==> src/rtl/bev_pkg.sv <==
package bev_pkg;

    localparam int unsigned NUM_ACT    = 8;
    localparam int unsigned NUM_DRINKS = 6;
    localparam int unsigned STEP_W     = 3;
    localparam int unsigned MODE_W     = 3;

    typedef enum logic [2:0] {
        DR_MILK      = 3'd0,
        DR_ESPRESSO  = 3'd1,
        DR_CAPPU     = 3'd2,
        DR_AMERICANO = 3'd3,
        DR_TEA       = 3'd4,
        DR_LEMON_TEA = 3'd5
    } drink_e;

    // value of each timed stage equals its enable bit position
    typedef enum logic [3:0] {
        SG_CUP    = 4'd0,
        SG_MILK   = 4'd1,
        SG_COFFEE = 4'd2,
        SG_TEA    = 4'd3,
        SG_LEMON  = 4'd4,
        SG_WATER  = 4'd5,
        SG_SUGAR  = 4'd6,
        SG_STIR   = 4'd7,
        SG_FINISH = 4'd8
    } stage_e;

    typedef enum logic [1:0] {
        PH_IDLE = 2'd0,
        PH_RUN  = 2'd1,
        PH_DONE = 2'd2
    } phase_e;

    function automatic logic [NUM_ACT-1:0] stage_onehot(stage_e s);
        logic [NUM_ACT-1:0] v;
        v = '0;
        if (s != SG_FINISH) v[s[2:0]] = 1'b1;
        return v;
    endfunction

    function automatic stage_e recipe_step(drink_e d, logic [STEP_W-1:0] i);
        stage_e s;
        s = SG_FINISH;
        case (d)
            DR_MILK: case (i)
                3'd0: s = SG_CUP;    3'd1: s = SG_MILK;
                3'd2: s = SG_SUGAR;  3'd3: s = SG_STIR;
                default: s = SG_FINISH;
            endcase
            DR_ESPRESSO: case (i)
                3'd0: s = SG_CUP;    3'd1: s = SG_COFFEE;
                3'd2: s = SG_WATER;  3'd3: s = SG_SUGAR;
                3'd4: s = SG_STIR;
                default: s = SG_FINISH;
            endcase
            DR_CAPPU: case (i)
                3'd0: s = SG_CUP;    3'd1: s = SG_COFFEE;
                3'd2: s = SG_MILK;   3'd3: s = SG_SUGAR;
                3'd4: s = SG_STIR;
                default: s = SG_FINISH;
            endcase
            DR_AMERICANO: case (i)
                3'd0: s = SG_CUP;    3'd1: s = SG_COFFEE;
                3'd2: s = SG_WATER;  3'd3: s = SG_WATER;
                3'd4: s = SG_SUGAR;  3'd5: s = SG_STIR;
                default: s = SG_FINISH;
            endcase
            DR_TEA: case (i)
                3'd0: s = SG_CUP;    3'd1: s = SG_TEA;
                3'd2: s = SG_WATER;  3'd3: s = SG_SUGAR;
                3'd4: s = SG_STIR;
                default: s = SG_FINISH;
            endcase
            DR_LEMON_TEA: case (i)
                3'd0: s = SG_CUP;    3'd1: s = SG_TEA;
                3'd2: s = SG_LEMON;  3'd3: s = SG_WATER;
                3'd4: s = SG_SUGAR;  3'd5: s = SG_STIR;
                default: s = SG_FINISH;
            endcase
            default: s = SG_FINISH;
        endcase
        return s;
    endfunction

endpackage

==> src/rtl/bev_recipe_rom.sv <==
module bev_recipe_rom
    import bev_pkg::*;
#(
    parameter logic [NUM_DRINKS-1:0] RECIPE_EN = '1
) (
    input  drink_e              drink,
    input  logic [STEP_W-1:0]   step,
    output stage_e              stage
);
    localparam int unsigned TBL_N = 1 << MODE_W;

    stage_e tbl [TBL_N];

    genvar g;
    generate
        for (g = 0; g < TBL_N; g++) begin : g_drink
            if (g < NUM_DRINKS) begin : g_real
                if (RECIPE_EN[g]) begin : g_on
                    assign tbl[g] = recipe_step(drink_e'(g), step);
                end else begin : g_off
                    assign tbl[g] = SG_FINISH;
                end
            end else begin : g_none
                assign tbl[g] = SG_FINISH;
            end
        end
    endgenerate

    assign stage = tbl[drink];
endmodule

==> src/rtl/bev_stage_timer.sv <==
module bev_stage_timer #(
    parameter int unsigned CNT_W = 4
) (
    input  logic             clk,
    input  logic             rst,
    input  logic             load,
    input  logic [CNT_W-1:0] load_val,
    output logic             expired
);
    logic [CNT_W-1:0] count;

    always_ff @(posedge clk) begin
        if (rst)                count <= '0;
        else if (load)          count <= load_val;
        else if (count != '0)   count <= count - 1'b1;
    end

    assign expired = (count == '0);


    hold_down_chk: assert property (@(posedge clk) disable iff (rst)
        (!load && count != '0) |=> (count != '1));
endmodule

==> src/rtl/bev_seq_fsm.sv <==
module bev_seq_fsm
    import bev_pkg::*;
#(
    parameter int unsigned CUP_CYC   = 3,
    parameter int unsigned POUR_CYC  = 4,
    parameter int unsigned WATER_CYC = 5,
    parameter int unsigned SUGAR_CYC = 2,
    parameter int unsigned STIR_CYC  = 6,
    parameter int unsigned CNT_W     = 3,
    parameter logic [NUM_DRINKS-1:0] RECIPE_EN = '1
) (
    input  logic              clk,
    input  logic              rst,
    input  logic              start,
    input  logic [MODE_W-1:0] mode_sel,
    input  logic              expired,
    input  stage_e            next_stage,
    output phase_e            phase,
    output drink_e            drink_q,
    output logic [STEP_W-1:0] step_q,
    output logic              tmr_load,
    output logic [CNT_W-1:0]  tmr_val
);
    localparam int unsigned EN_W = 1 << MODE_W;
    localparam logic [EN_W-1:0] EN_EXT = EN_W'(RECIPE_EN);

    function automatic logic [CNT_W-1:0] dur_of(stage_e s);
        int unsigned c;
        case (s)
            SG_CUP:                          c = CUP_CYC;
            SG_MILK, SG_COFFEE,
            SG_TEA, SG_LEMON:                c = POUR_CYC;
            SG_WATER:                        c = WATER_CYC;
            SG_SUGAR:                        c = SUGAR_CYC;
            SG_STIR:                         c = STIR_CYC;
            default:                         c = 1;
        endcase
        return CNT_W'(c - 1);
    endfunction

    logic mode_ok;
    logic accept;
    logic advance;
    logic last_step;

    assign mode_ok   = (mode_sel < MODE_W'(NUM_DRINKS)) && EN_EXT[mode_sel];
    assign accept    = (phase == PH_IDLE) && start && mode_ok;
    assign advance   = (phase == PH_RUN) && expired;
    assign last_step = (next_stage == SG_FINISH);

    always_ff @(posedge clk) begin
        if (rst) begin
            phase   <= PH_IDLE;
            drink_q <= DR_MILK;
            step_q  <= '0;
        end else begin
            case (phase)
                PH_IDLE: if (accept) begin
                    phase   <= PH_RUN;
                    drink_q <= drink_e'(mode_sel);
                    step_q  <= '0;
                end
                PH_RUN: if (advance) begin
                    if (last_step) phase  <= PH_DONE;
                    else           step_q <= step_q + 1'b1;
                end
                default: phase <= PH_IDLE;
            endcase
        end
    end

    assign tmr_load = accept || (advance && !last_step);
    assign tmr_val  = (phase == PH_IDLE) ? dur_of(SG_CUP) : dur_of(next_stage);


    bad_code_chk: assert property (@(posedge clk) disable iff (rst)
        (phase == PH_IDLE && start && mode_sel >= 3'd6) |=> (phase == PH_IDLE));


    order_hold_chk: assert property (@(posedge clk) disable iff (rst)
        (phase == PH_RUN && !expired) |=> ($stable(drink_q) && $stable(step_q)));
endmodule

==> src/rtl/bev_dispense_ctrl.sv <==
module bev_dispense_ctrl
    import bev_pkg::*;
#(
    parameter int unsigned CUP_CYC   = 3,
    parameter int unsigned POUR_CYC  = 4,
    parameter int unsigned WATER_CYC = 5,
    parameter int unsigned SUGAR_CYC = 2,
    parameter int unsigned STIR_CYC  = 6,
    parameter logic [5:0]  RECIPE_EN = 6'b111111
) (
    input  logic       clk,
    input  logic       rst,
    input  logic       start,
    input  logic [2:0] mode_sel,
    output logic [7:0] act_en,
    output logic       busy,
    output logic       done
);
    localparam int unsigned M1 = (CUP_CYC > POUR_CYC) ? CUP_CYC : POUR_CYC;
    localparam int unsigned M2 = (M1 > WATER_CYC) ? M1 : WATER_CYC;
    localparam int unsigned M3 = (M2 > SUGAR_CYC) ? M2 : SUGAR_CYC;
    localparam int unsigned MAX_CYC = (M3 > STIR_CYC) ? M3 : STIR_CYC;
    localparam int unsigned CNT_W = (MAX_CYC < 2) ? 1 : $clog2(MAX_CYC);

    phase_e              phase;
    drink_e              drink_q;
    logic [STEP_W-1:0]   step_q;
    logic [STEP_W-1:0]   step_nx;
    stage_e              cur_stage;
    stage_e              next_stage;
    logic                tmr_load;
    logic [CNT_W-1:0]    tmr_val;
    logic                expired;

    assign step_nx = step_q + 1'b1;

    bev_recipe_rom #(.RECIPE_EN(RECIPE_EN)) i_rom_cur (
        .drink(drink_q), .step(step_q),  .stage(cur_stage));
    bev_recipe_rom #(.RECIPE_EN(RECIPE_EN)) i_rom_nxt (
        .drink(drink_q), .step(step_nx), .stage(next_stage));

    bev_seq_fsm #(
        .CUP_CYC(CUP_CYC), .POUR_CYC(POUR_CYC), .WATER_CYC(WATER_CYC),
        .SUGAR_CYC(SUGAR_CYC), .STIR_CYC(STIR_CYC), .CNT_W(CNT_W),
        .RECIPE_EN(RECIPE_EN)
    ) i_fsm (
        .clk(clk), .rst(rst), .start(start), .mode_sel(mode_sel),
        .expired(expired), .next_stage(next_stage), .phase(phase),
        .drink_q(drink_q), .step_q(step_q), .tmr_load(tmr_load),
        .tmr_val(tmr_val));

    bev_stage_timer #(.CNT_W(CNT_W)) i_timer (
        .clk(clk), .rst(rst), .load(tmr_load), .load_val(tmr_val),
        .expired(expired));

    assign act_en = (phase == PH_RUN) ? stage_onehot(cur_stage) : '0;
    assign busy   = (phase == PH_RUN);
    assign done   = (phase == PH_DONE);


    single_act_chk: assert property (@(posedge clk) disable iff (rst)
        $onehot0(act_en));


    busy_match_chk: assert property (@(posedge clk) disable iff (rst)
        busy == (act_en != 8'h00));


    done_pulse_chk: assert property (@(posedge clk) disable iff (rst)
        done |=> (!done && !busy));


    first_cup_chk: assert property (@(posedge clk) disable iff (rst)
        (!busy && !done && start && mode_sel < 3'd6 && RECIPE_EN[mode_sel])
        |=> (busy && act_en == 8'h01));
endmodule

==> config.mk <==
export PLATFORM = sky130hd
export DESIGN_NAME = bev_dispense_ctrl
export DESIGN_NICKNAME = d
export VERILOG_FILES = /design/src/rtl/bev_pkg.sv /design/src/rtl/bev_recipe_rom.sv /design/src/rtl/bev_stage_timer.sv /design/src/rtl/bev_seq_fsm.sv /design/src/rtl/bev_dispense_ctrl.sv
export SDC_FILE = /design/constraint.sdc
export NUM_CORES = 1
export LEC_CHECK = 0
export BUFFER_PORTS_ARGS = -buffer_cell sky130_fd_sc_hd__buf_4
export CELL_PAD_IN_SITES_DETAIL_PLACEMENT = 1
export CELL_PAD_IN_SITES_GLOBAL_PLACEMENT = 1
export CORE_MARGIN = 1
export CORE_UTILIZATION = 39
export DETAILED_ROUTE_END_ITERATION = 10
export HOLD_SLACK_MARGIN = 0.15
export PLACE_DENSITY_LB_ADDON = 0.08
export SLEW_MARGIN = 20
export SYNTH_ARGS = -nofsm -noshare
export SYNTH_HDL_FRONTEND = slang
export SYNTH_SLANG_ARGS = --single-unit
==> constraint.sdc <==
create_clock -name clk -period 2.7 [get_ports clk]
set_input_delay 0.135 -clock clk [delete_from_list [all_inputs] [get_ports clk]]
set_output_delay 0.135 -clock clk [all_outputs]
set_load 0.01 [all_outputs]
==> results of run 1 <==
## per-layer routing
layer	up-vias	share of wire (%)
li1	763	-
met3	2	1.6
met4	0	0.42
met5	-	0
met2	23	53
met1	796	45
## worst paths after layout
check / startpoint / to / slack, ns
max: i_fsm.step_q[1]$_SDFFE_PP0P_ / i_timer.count[1]$_SDFFE_PP0P_ / -0.07
min: rst / i_fsm.step_q[1]$_SDFFE_PP0P_ / 0.16
max reg2reg: i_fsm.step_q[1]$_SDFFE_PP0P_ / i_timer.count[1]$_SDFFE_PP0P_ / -0.07
min reg2reg: i_fsm.drink_q[0]$_SDFFE_PP0P_ / i_fsm.drink_q[0]$_SDFFE_PP0P_ / 0.60
## layout make-up
type / instances / share of cell area, %
flip-flops and latches: 11 / 11.99
multi-input cells: 166 / 63.34
well taps: 46 / 3.100
inverters: 10 / 2.022
clock buffers: 4 / 2.426
repair buffers: 41 / 17.12
## worst max-delay path: stages, from the launching register on
cell	delay, ns
dfxtp_2	0.33
ha_4	0.17
ha_4	0.22
buf_8	0.13
and2b_1	0.20
a211oi_1	0.07
o31a_1	0.29
nor4_4	0.32
xor2_1	0.27
nand2_1	0.14
ha_4	0.28
o21ai_1	0.05
mux2i_1	0.13
nor2_1	0.05
## cell families after synthesis
| group | count (synthesis) | synth area share (%) |
|---|---|---|
| AOI/OAI and AO/OA | 56 | 27.02 |
| DFF | 11 | 15.29 |
| adders and majority gates | 17 | 14.77 |
| buffers and inverters | 18 | 7.298 |
| muxes | 7 | 4.866 |
| and+or+nand+nor | 82 | 28.32 |
| xor gates and xnor gates | 4 | 2.433 |
## sequential cells by signal, indices dropped and copies added, names as in the netlist
name,count
i_fsm.drink_q,3
i_fsm.phase,2
i_timer.count,3
i_fsm.step_q,3
## repair_timing
item	4_1_cts	5_1_grt
pin swaps	5	8
hold buffers	1	0
gates resized for setup	5	13
endpoints found under the hold margin	1	0
setup buffers	1	5
setup endpoints to repair	6	15
## power groups by stage
stage / logic, mW / registers [mW] / clock network, mW
2_1_floorplan: 0.467 / 0.220 / 0
3_3_place_gp: 0.621 / 0.225 / 0
3_5_place_dp: 0.653 / 0.227 / 0
4_1_cts: 0.687 / 0.224 / 0.164
5_1_grt: 0.806 / 0.231 / 0.168
6_report: 0.718 / 0.226 / 0.157
## cell usage in the layout, fill, tap and decap left out, types with 2 or more instances in the layout
cell and n:
a211oi_1 2, a21oi_1 14, and2b_1 2, buf_4 39, clkbuf_8 3, dfxtp_1 9
dfxtp_2 2, ha_1 10, ha_2 4, ha_4 3, inv_1 10, mux2i_1 7
nand2_1 13, nand2b_1 4, nand3_1 4, nor2_1 36, nor2b_1 2, nor3_1 7
o211ai_1 6, o21a_1 2, o21ai_0 7, o21ai_1 4, o31a_1 3, o31ai_1 2
or2b_1 2, xor2_1 3
## metrics by stage
| step | cell area [sq um] | utilization, % |
|---|---|---|
| 3_5_place_dp | 1685 | 48.96 |
| 5_1_grt | 1857 | 53.94 |
| 4_1_cts | 1777 | 51.62 |
| 2_1_floorplan | 1440 | - |
| 6_report | 1857 | 53.94 |
| 3_3_place_gp | 1685 | 48.96 |
==> results.ini, run 1 <==
[placed_design]
numPortBuffers = 15
dp_hpwl_mm = 3.377
placed_cells = 267
preCtsSetupSlack_ns = -0.06685
gp_congestion = 0.8456

[clock_network]
cts.htree.levels = 1
cts.sinks = 11
cts_made_buffers = 3
cts_tree = done
cts_root_buffer = clkbuf_8
clk_pin_slew_ns = 0.05
clock_path_buffers = 2
clock_latency_ns = 0.23

[synth]
synth_edf_count = 0
ys_seq_area_share_pct = 15.29
synth-seq-cells = 11
yosys.area.top_type = dfxtp_1
syn-instance-count = 195
synth_nets = 218
syn_area_per_cell_sq_um = 7.385
synthDominantCellAreaShare_pct = 15.29
postSynth.asyncResetShare_pct = 0
synth_common_cells = nor2_1 (36), ha_1 (17), a21oi_1 (14), nand2_1 (13), dfxtp_1 (11)
yosysMostFrequentCell = nor2_1
ys.flop_type = dfxtp_1
yosysWarnings = 0
yosysUniqueCellTypes = 53
synth.area.top_cells = dfxtp_1 (15%), ha_1 (15%), nor2_1 (9.4%)
syn_area_sq_um = 1440

[pwr]
swShare_pct = 43.50
combPwrFrac_pct = 65.2
clkPwrFrac_pct = 14.2
p_int_mw = 0.6222
power_switching_mw = 0.4789
peakVddDrop_uv = 523.2
powerDensity_nw_per_um2 = 593.0
p_leak_nw = 0.8010
sequentialPowerShare_pct = 20.5
design_power_total_mw = 1.101

[timing]
rsz0062_at_grt = true
finalWorstSetupSlack_ns = -0.07198
holdWs_ns = 0.1625
finClkSkew_ns = 0.0003774
timing.fmax_mhz = 360.8
fin_tns_setup_ns = -0.1358
setup_viol = 2
slew_headroom_pct = 64.03
min_period_ns = 2.772
drv_slew = 0
period_share_pct = 102.7
tightest_slew_ns = 0.5375
finalHoldViolations = 0

[finish]
multi_input_area_sq_um = 1176
regArea_sq_um = 222.7
final_nets = 256
areaGrowthSynthToFinish_pct = 28.93
drive_gt1_share_pct = 26.29
final_cells = 278
antennaDiodeCount = 0
fill_cells = 425

[floorplanning]
die_area_sq_um = 3939
ioPinCount = 16
coreArea_sq_um = 3442
die_h_um = 62.77
start_util_pct = 41.84
rows = 21
fp.dieW_um = 62.77

[job]
maxCapViolations = 0

[setup_path]
end_kind = flop
cp.required_ns = 2.82
critPathMaxFanout = 6
start_kind = flop
ff2ff_path_depth = 13
cp.arrival_ns = 2.89
setup.worst_path.class = flop to flop

[global_routing]
grt_max_degree = 14
grt_use_met2_pct = 43.07
grt_pass1_wl_mm = 7.279
grt_util_all_layers_pct = 22.65
grt-ovfl-total = 0
first_global_vias = 1602
met3_usage_pct = 0.5474
antenna_found_initial = 0
met1_usage_pct = 28.07
busiest_layer = met2

[drt]
first_pass_iters = 4
routedWlPerCell_um = 16.20
routed_via_density = 5.698
drtAntennaViolNets = 0
drc_errors = 0
drt-total-wl_mm = 4.503
vias = 1584
first_iter_violations = 88

[worst_hold_path]
whs_path_depth = 2
holdCritPathClass = input pin to flop

[run_status]
violations = setup timing
status = finished, violations left

No activity file was read; power rests on OpenSTA's default activity.
==> run 2, diff against run 1 <==
--- a/config.mk
+++ b/config.mk
@@ -8,6 +8,7 @@
 export BUFFER_PORTS_ARGS = -buffer_cell sky130_fd_sc_hd__buf_4
 export CELL_PAD_IN_SITES_DETAIL_PLACEMENT = 1
 export CELL_PAD_IN_SITES_GLOBAL_PLACEMENT = 1
+export CORE_ASPECT_RATIO = 0.8
 export CORE_MARGIN = 1
 export CORE_UTILIZATION = 39
 export DETAILED_ROUTE_END_ITERATION = 10
==> constraint.sdc (replaced) <==
create_clock -name clk -period 2.7 [get_ports clk]
set_input_delay 0.135 -clock clk [delete_from_list [all_inputs] [get_ports clk]]
set_output_delay 0.135 -clock clk [all_outputs]
set_load 0.1 [all_outputs]
==> run 2 against run 1 <==
The flow still finishes with violations (setup timing). Non-clock buffer count up 4. Setup slack better by 0.064 ns. Core utilization grew 5.0 points. Worst hold slack worse by 0.0069 ns. Combinational power increased by 18%. Die area about the same. Critical path type is now flop to primary output. Sequential share of layout area down 1.1 points. Clock skew increased by 0.0025 ns. Register-to-register slack better by 0.11 ns. Sequential power rose by 2%. Maximum frequency grew 2.3%.
==> results.ini, run 2 (same netlist as run 1, synthesis figures left out) <==
[setup_path]
cp_cell_sequence = buf_6 -> clkinvlp_4 -> ha_2 -> nand2_1 -> o21ai_2 -> o211ai_1 -> o31a_1 -> o22a_1 -> nand2_1 -> nor3_2 -> buf_6
start_kind = flop
cp.required_ns = 2.57
end_kind = primary output
critPathMaxFanout = 7
setup.worst_path.class = flop to primary output
cpPeakStageDelay_ns = 0.33
cpMaxStageDelayCell = dfxtp_2
cp.arrival_ns = 2.57

[timing]
tightest_slew_ns = 0.5347
timing.fmax_mhz = 369.2
finalWorstSetupSlack_ns = -0.008466
drv_slew = 0
holdWs_ns = 0.1555
period_share_pct = 100.3
finClkSkew_ns = 0.002846
min_period_ns = 2.708
rsz0062_at_grt = true
slew_headroom_pct = 64.22
setup_viol = 1
finalHoldViolations = 0

[pwr]
p_leak_nw = 0.8625
peakVddDrop_uv = 439.2
design_power_total_mw = 1.246
powerDensity_nw_per_um2 = 609.6

[floorplanning]
fp.dieW_um = 69.94
rows = 19
die_h_um = 56.35
ioPinCount = 16
die_area_sq_um = 3941
coreArea_sq_um = 3471
start_util_pct = 41.49

[worst_hold_path]
holdCritPathClass = input pin to flop

[placed_design]
dp_hpwl_mm = 3.466
numPortBuffers = 15
gp_congestion = 0.8910
preCtsSetupSlack_ns = -0.05009

[finish]
mostFrequentLayoutCell = buf_4
fill_cells = 432
final_cell_mix = buf_4 (32), nor2_1 (29), a21oi_1 (13)
areaGrowthSynthToFinish_pct = 41.96
drive_gt1_share_pct = 37.71
final_nets = 260
antennaDiodeCount = 0
reg.largest.list = i_fsm.drink_q (3), i_fsm.step_q (3), i_timer.count (3)

[clock_network]
cts_made_buffers = 3
clk_pin_slew_ns = 0.05
cts.sinks = 11
clock_path_buffers = 2
cts_tree = done
cts.htree.levels = 1
cts_root_buffer = clkbuf_8
clock_latency_ns = 0.24

[global_routing]
grt_pass1_wl_mm = 7.638
first_global_vias = 1534
grt-ovfl-total = 0
grt_max_degree = 14
grt_util_all_layers_pct = 24.07
antenna_found_initial = 0

[job]
maxCapViolations = 0

[drt]
routedWlPerCell_um = 17.71
drc_errors = 0
first_pass_iters = 4
routed_via_density = 5.665
drt-total-wl_mm = 4.924
first_iter_violations = 53
drtAntennaViolNets = 0
vias = 1575

[run_status]
violations = setup timing
status = finished, violations left

==> run 2: changes by cell type in the layout (fill, tap and decap cells not counted), sizes merged <==
cell / before / now
buf: 40 / 44
inv: 10 / 9
clkinvlp: 0 / 1
==> run 2: per-stage QoR <==
step / area [sq um] / instances / TNS [ns] / util [%]
after floorplan: 1458 / 195 / -1.302 / -
after global placement: 1690 / 262 / 0 / 48.70
after detailed placement: 1690 / 262 / -0.06390 / 48.70
after CTS: 1787 / 267 / 0 / 51.48
after global routing: 2044 / 278 / -0.6711 / 58.90
final: 2044 / 278 / -0.008466 / 58.90
==> run 2: path summary, 6_finish.rpt <==
kind | startpoint | endpoint | slack, ns | depth (start not counted)
worst min-delay path | mode_sel[0] | i_fsm.drink_q[0]$_SDFFE_PP0P_ | 0.16 | 3
worst max-delay path | i_fsm.step_q[1]$_SDFFE_PP0P_ | act_en[0] | -0.008 | 11
worst max register to register | i_fsm.step_q[1]$_SDFFE_PP0P_ | i_timer.count[1]$_SDFFE_PP0P_ | 0.04 | 14
worst min register to register | i_fsm.drink_q[0]$_SDFFE_PP0P_ | i_fsm.drink_q[0]$_SDFFE_PP0P_ | 0.63 | 2
==> run 2: cell type report <==
class	instances	area, sq um	share of cell area, %
well taps	42	52.55	2.570
clock buffers	4	45.04	2.203
multi-input cells	166	1281	62.67
flip-flops and latches	11	222.7	10.89
repair buffers	45	401.6	19.65
inverters	10	41.29	2.020
==> run 2: metal layers <==
metal	wire length [um]	global-route usage [%]	vias to the layer above	share of wire [%]
li1	-	-	775	-
met1	2384	34.68	765	48
met2	2392	38.19	28	49
met3	107	3.950	7	2.2
met4	40	4.000	0	0.81
met5	0	0	-	0
==> run 2: where the power goes <==
part           switching (mW)  internal (mW)  leakage (nW)
registers              0.0350          0.195        0.0911
clock network          0.0650          0.104        0.0228
logic                   0.508          0.340         0.749
total                   0.608          0.639         0.863
==> run 2: what timing repair did <==
item	4_1_cts	5_1_grt
pin swaps	5	13
endpoints found under the setup margin	9	14
hold endpoints to repair	1	0
resized for setup	9	46
hold buffers	1	0
setup buffers	0	11
==> run 2: worst max-delay path: cells and delay by family (launching register included) <==
| family | cells | cell delay, ns |
|---|---|---|
| compound gates | 4 | 0.68 |
| simple gates | 3 | 0.47 |
| flops | 1 | 0.33 |
| fa+ha+maj | 1 | 0.29 |
| buf+inv | 3 | 0.55 |
==> run 3, diff against run 2 <==
--- a/config.mk
+++ b/config.mk
@@ -18,3 +18,4 @@
 export SYNTH_ARGS = -nofsm -noshare
 export SYNTH_HDL_FRONTEND = slang
 export SYNTH_SLANG_ARGS = --single-unit
+export TNS_END_PERCENT = 20
==> run 3 against run 2 <==
The flow still finishes with violations (setup timing). Die area did not move. Power barely moved. Sequential power barely moved. Non-clock buffer count did not move. Design area fell by 1.1%. Maximum frequency fell by 3.6%. Via count rose by 0.32%. Sequential cell count did not move. Core utilization fell by 0.65 points. Clock power barely moved. Combinational power barely moved. Critical path type unchanged. Largest cell class unchanged.
==> results.ini, run 3 (same netlist as run 1, synthesis figures left out) <==
[clock_network]
cts.sinks = 11
clock_latency_ns = 0.24
clock_path_buffers = 2
clk_pin_slew_ns = 0.05
cts_tree = done
cts_made_buffers = 3
ctsHoldBuffers = 0
cts.htree.levels = 1
cts_root_buffer = clkbuf_8

[setup_path]
cp.required_ns = 2.57
end_kind = primary output
cp_common_cell = buf_6
ff2ff_path_depth = 13
crit_buf_inv = 4
rrSetupSlack_ns = -0.02
cpMaxStageDelayCell = dfxtp_2
cp_cell_sequence = buf_6 -> clkinvlp_4 -> buf_4 -> ha_1 -> a21oi_1 -> o21ai_0 -> o211ai_1 -> o31a_1 -> o22a_1 -> nand2_2 -> nor3_2 -> buf_6
r2r_start = i_fsm.step_q[1]$_SDFFE_PP0P_
cp.depth = 12
crit_family = compound AO/OA/AOI/OAI gates
cp.arrival_ns = 2.67
start_kind = flop
setup.worst_path.class = flop to primary output
cpPeakStageDelay_ns = 0.35
setup.worst_path.end = act_en[0]
r2r_end = i_timer.count[1]$_SDFFE_PP0P_
startpoint = i_fsm.step_q[1]$_SDFFE_PP0P_
critPathMaxFanout = 6

[drt]
vias = 1580
drtAntennaViolNets = 0
routed_via_density = 5.683
drt-total-wl_mm = 4.878
first_pass_iters = 4
first_iter_violations = 91
drc_errors = 0
routedWlPerCell_um = 17.55

[floorplanning]
die_h_um = 56.35
rows = 19
fp.dieW_um = 69.94
start_util_pct = 41.49
ioPinCount = 16
die_area_sq_um = 3941
coreArea_sq_um = 3471

[job]
maxCapViolations = 0

[finish]
areaGrowthSynthToFinish_pct = 40.40
mostFrequentLayoutCell = buf_4
drive_gt1_share_pct = 32.20
final_cell_mix = buf_4 (34), nor2_1 (31), a21oi_1 (14)
finish.instance_area_sq_um = 2022
antennaDiodeCount = 0
final_cells = 278
reg.largest.list = i_fsm.drink_q (3), i_fsm.step_q (3), i_timer.count (3)
final_nets = 260

[timing]
timing.fmax_mhz = 356.1
slew_headroom_pct = 64.99
drv_slew = 0
finClkSkew_ns = 0.0004413
setup_viol = 3
finalHoldViolations = 0
period_share_pct = 104.0
tightest_slew_ns = 0.5233
fin_tns_setup_ns = -0.1313
rsz0062_at_grt = true
finalWorstSetupSlack_ns = -0.1083
min_period_ns = 2.808

[pwr]
design_power_total_mw = 1.247
swShare_pct = 47.91
peakVddDrop_uv = 395.3
p_leak_nw = 0.8720
powerDensity_nw_per_um2 = 616.9
clkPwrFrac_pct = 13.8
sequentialPowerShare_pct = 18.2
combPwrFrac_pct = 68.0
power_switching_mw = 0.5976
p_int_mw = 0.6497

[placed_design]
preCtsSetupSlack_ns = -0.2298
dp_hpwl_mm = 3.455
placed_area_sq_um = 1688
placed_cells = 263
numPortBuffers = 15
gp_congestion = 0.8529

[global_routing]
antenna_found_initial = 0
grt_pass1_wl_mm = 7.603
grt_util_all_layers_pct = 24.29
grt_max_degree = 24
grt-ovfl-total = 0
first_global_vias = 1534

[run_status]
status = finished, violations left
violations = setup timing

[worst_hold_path]
holdCritPathClass = input pin to flop

## run 3: cell count changes in the layout (fill, tap and decap cells not counted), moves of 2 or more
cell,before,now
buf_12,1,6
buf_6,9,5
buf_8,2,0
ha_1,8,11
buf_4,32,34
nor2_1,29,31
nor2_2,8,6
ha_2,5,3
## run 3: power groups by stage
stage | Combinational [mW] | Sequential [mW] | Clock (mW)
global placement | 0.714 | 0.226 | 0
global route | 0.931 | 0.232 | 0.184
detailed placement | 0.744 | 0.227 | 0
floorplan | 0.552 | 0.220 | 0
finish | 0.849 | 0.227 | 0.172
CTS | 0.779 | 0.224 | 0.175
## run 3: how the worst min path moves through the flow
| stage | from | to | slack, ns | depth (start not counted) |
|---|---|---|---|---|
| finish | mode_sel[0] | i_fsm.drink_q[0]$_SDFFE_PP0P_ | 0.15 | 3 |
| global route | mode_sel[0] | i_fsm.drink_q[0]$_SDFFE_PP0P_ | 0.16 | 3 |
| CTS | mode_sel[0] | i_fsm.drink_q[0]$_SDFFE_PP0P_ | 0.15 | 3 |
| detailed placement | mode_sel[0] | i_fsm.drink_q[0]$_SDFFE_PP0P_ | 0.40 | 3 |
| global placement | mode_sel[0] | i_fsm.drink_q[0]$_SDFFE_PP0P_ | 0.38 | 3 |
| floorplan | mode_sel[0] | i_fsm.drink_q[0]$_SDFFE_PP0P_ | 0.28 | 2 |
## run 3: cell type report
type / count / area (sq um)
Tap cell: 42 / 52.55
Fill cell: 432 / 1449
Sequential cell: 11 / 222.7
Multi-Input combinational cell: 166 / 1229
Inverter: 10 / 41.29
Clock buffer: 4 / 45.04
Timing Repair Buffer: 45 / 431.7
## run 3: layer usage
metal  GRT usage [%]  wire length [um]  vias to the layer above
met5               0                 0                        -
met4           6.571                60                        0
met3           5.745               161                        8
met2           35.71              2304                       35
met1           35.19              2351                      758
li1                -                 -                      779
## run 3: through the flow
stage / hold slack, ns / utilization (%)
final: 0.1457 / 58.26
after floorplan: 0.2822 / -
after detailed placement: 0.4023 / 48.63
after global placement: 0.3837 / 48.63
after CTS: 0.1503 / 51.91
after global routing: 0.1639 / 58.26
## run 3: worst reg2reg max path, stage by stage, from the launching register on
cell,delay (ns)
dfxtp_2,0.33
ha_4,0.17
ha_4,0.23
buf_6,0.13
and2b_1,0.23
a211oi_1,0.10
o31a_1,0.33
nor4_4,0.26
xor2_1,0.23
nand2_1,0.08
ha_1,0.27
o21ai_1,0.06
mux2i_1,0.14
nor2_1,0.05
## run 3: timing repair
action                                  4_1_cts  5_1_grt
endpoints found under the hold margin         0        0
pin swaps                                     1        8
resized for setup                            14       38
endpoints found under the setup margin       11       15
setup buffers                                 1       10
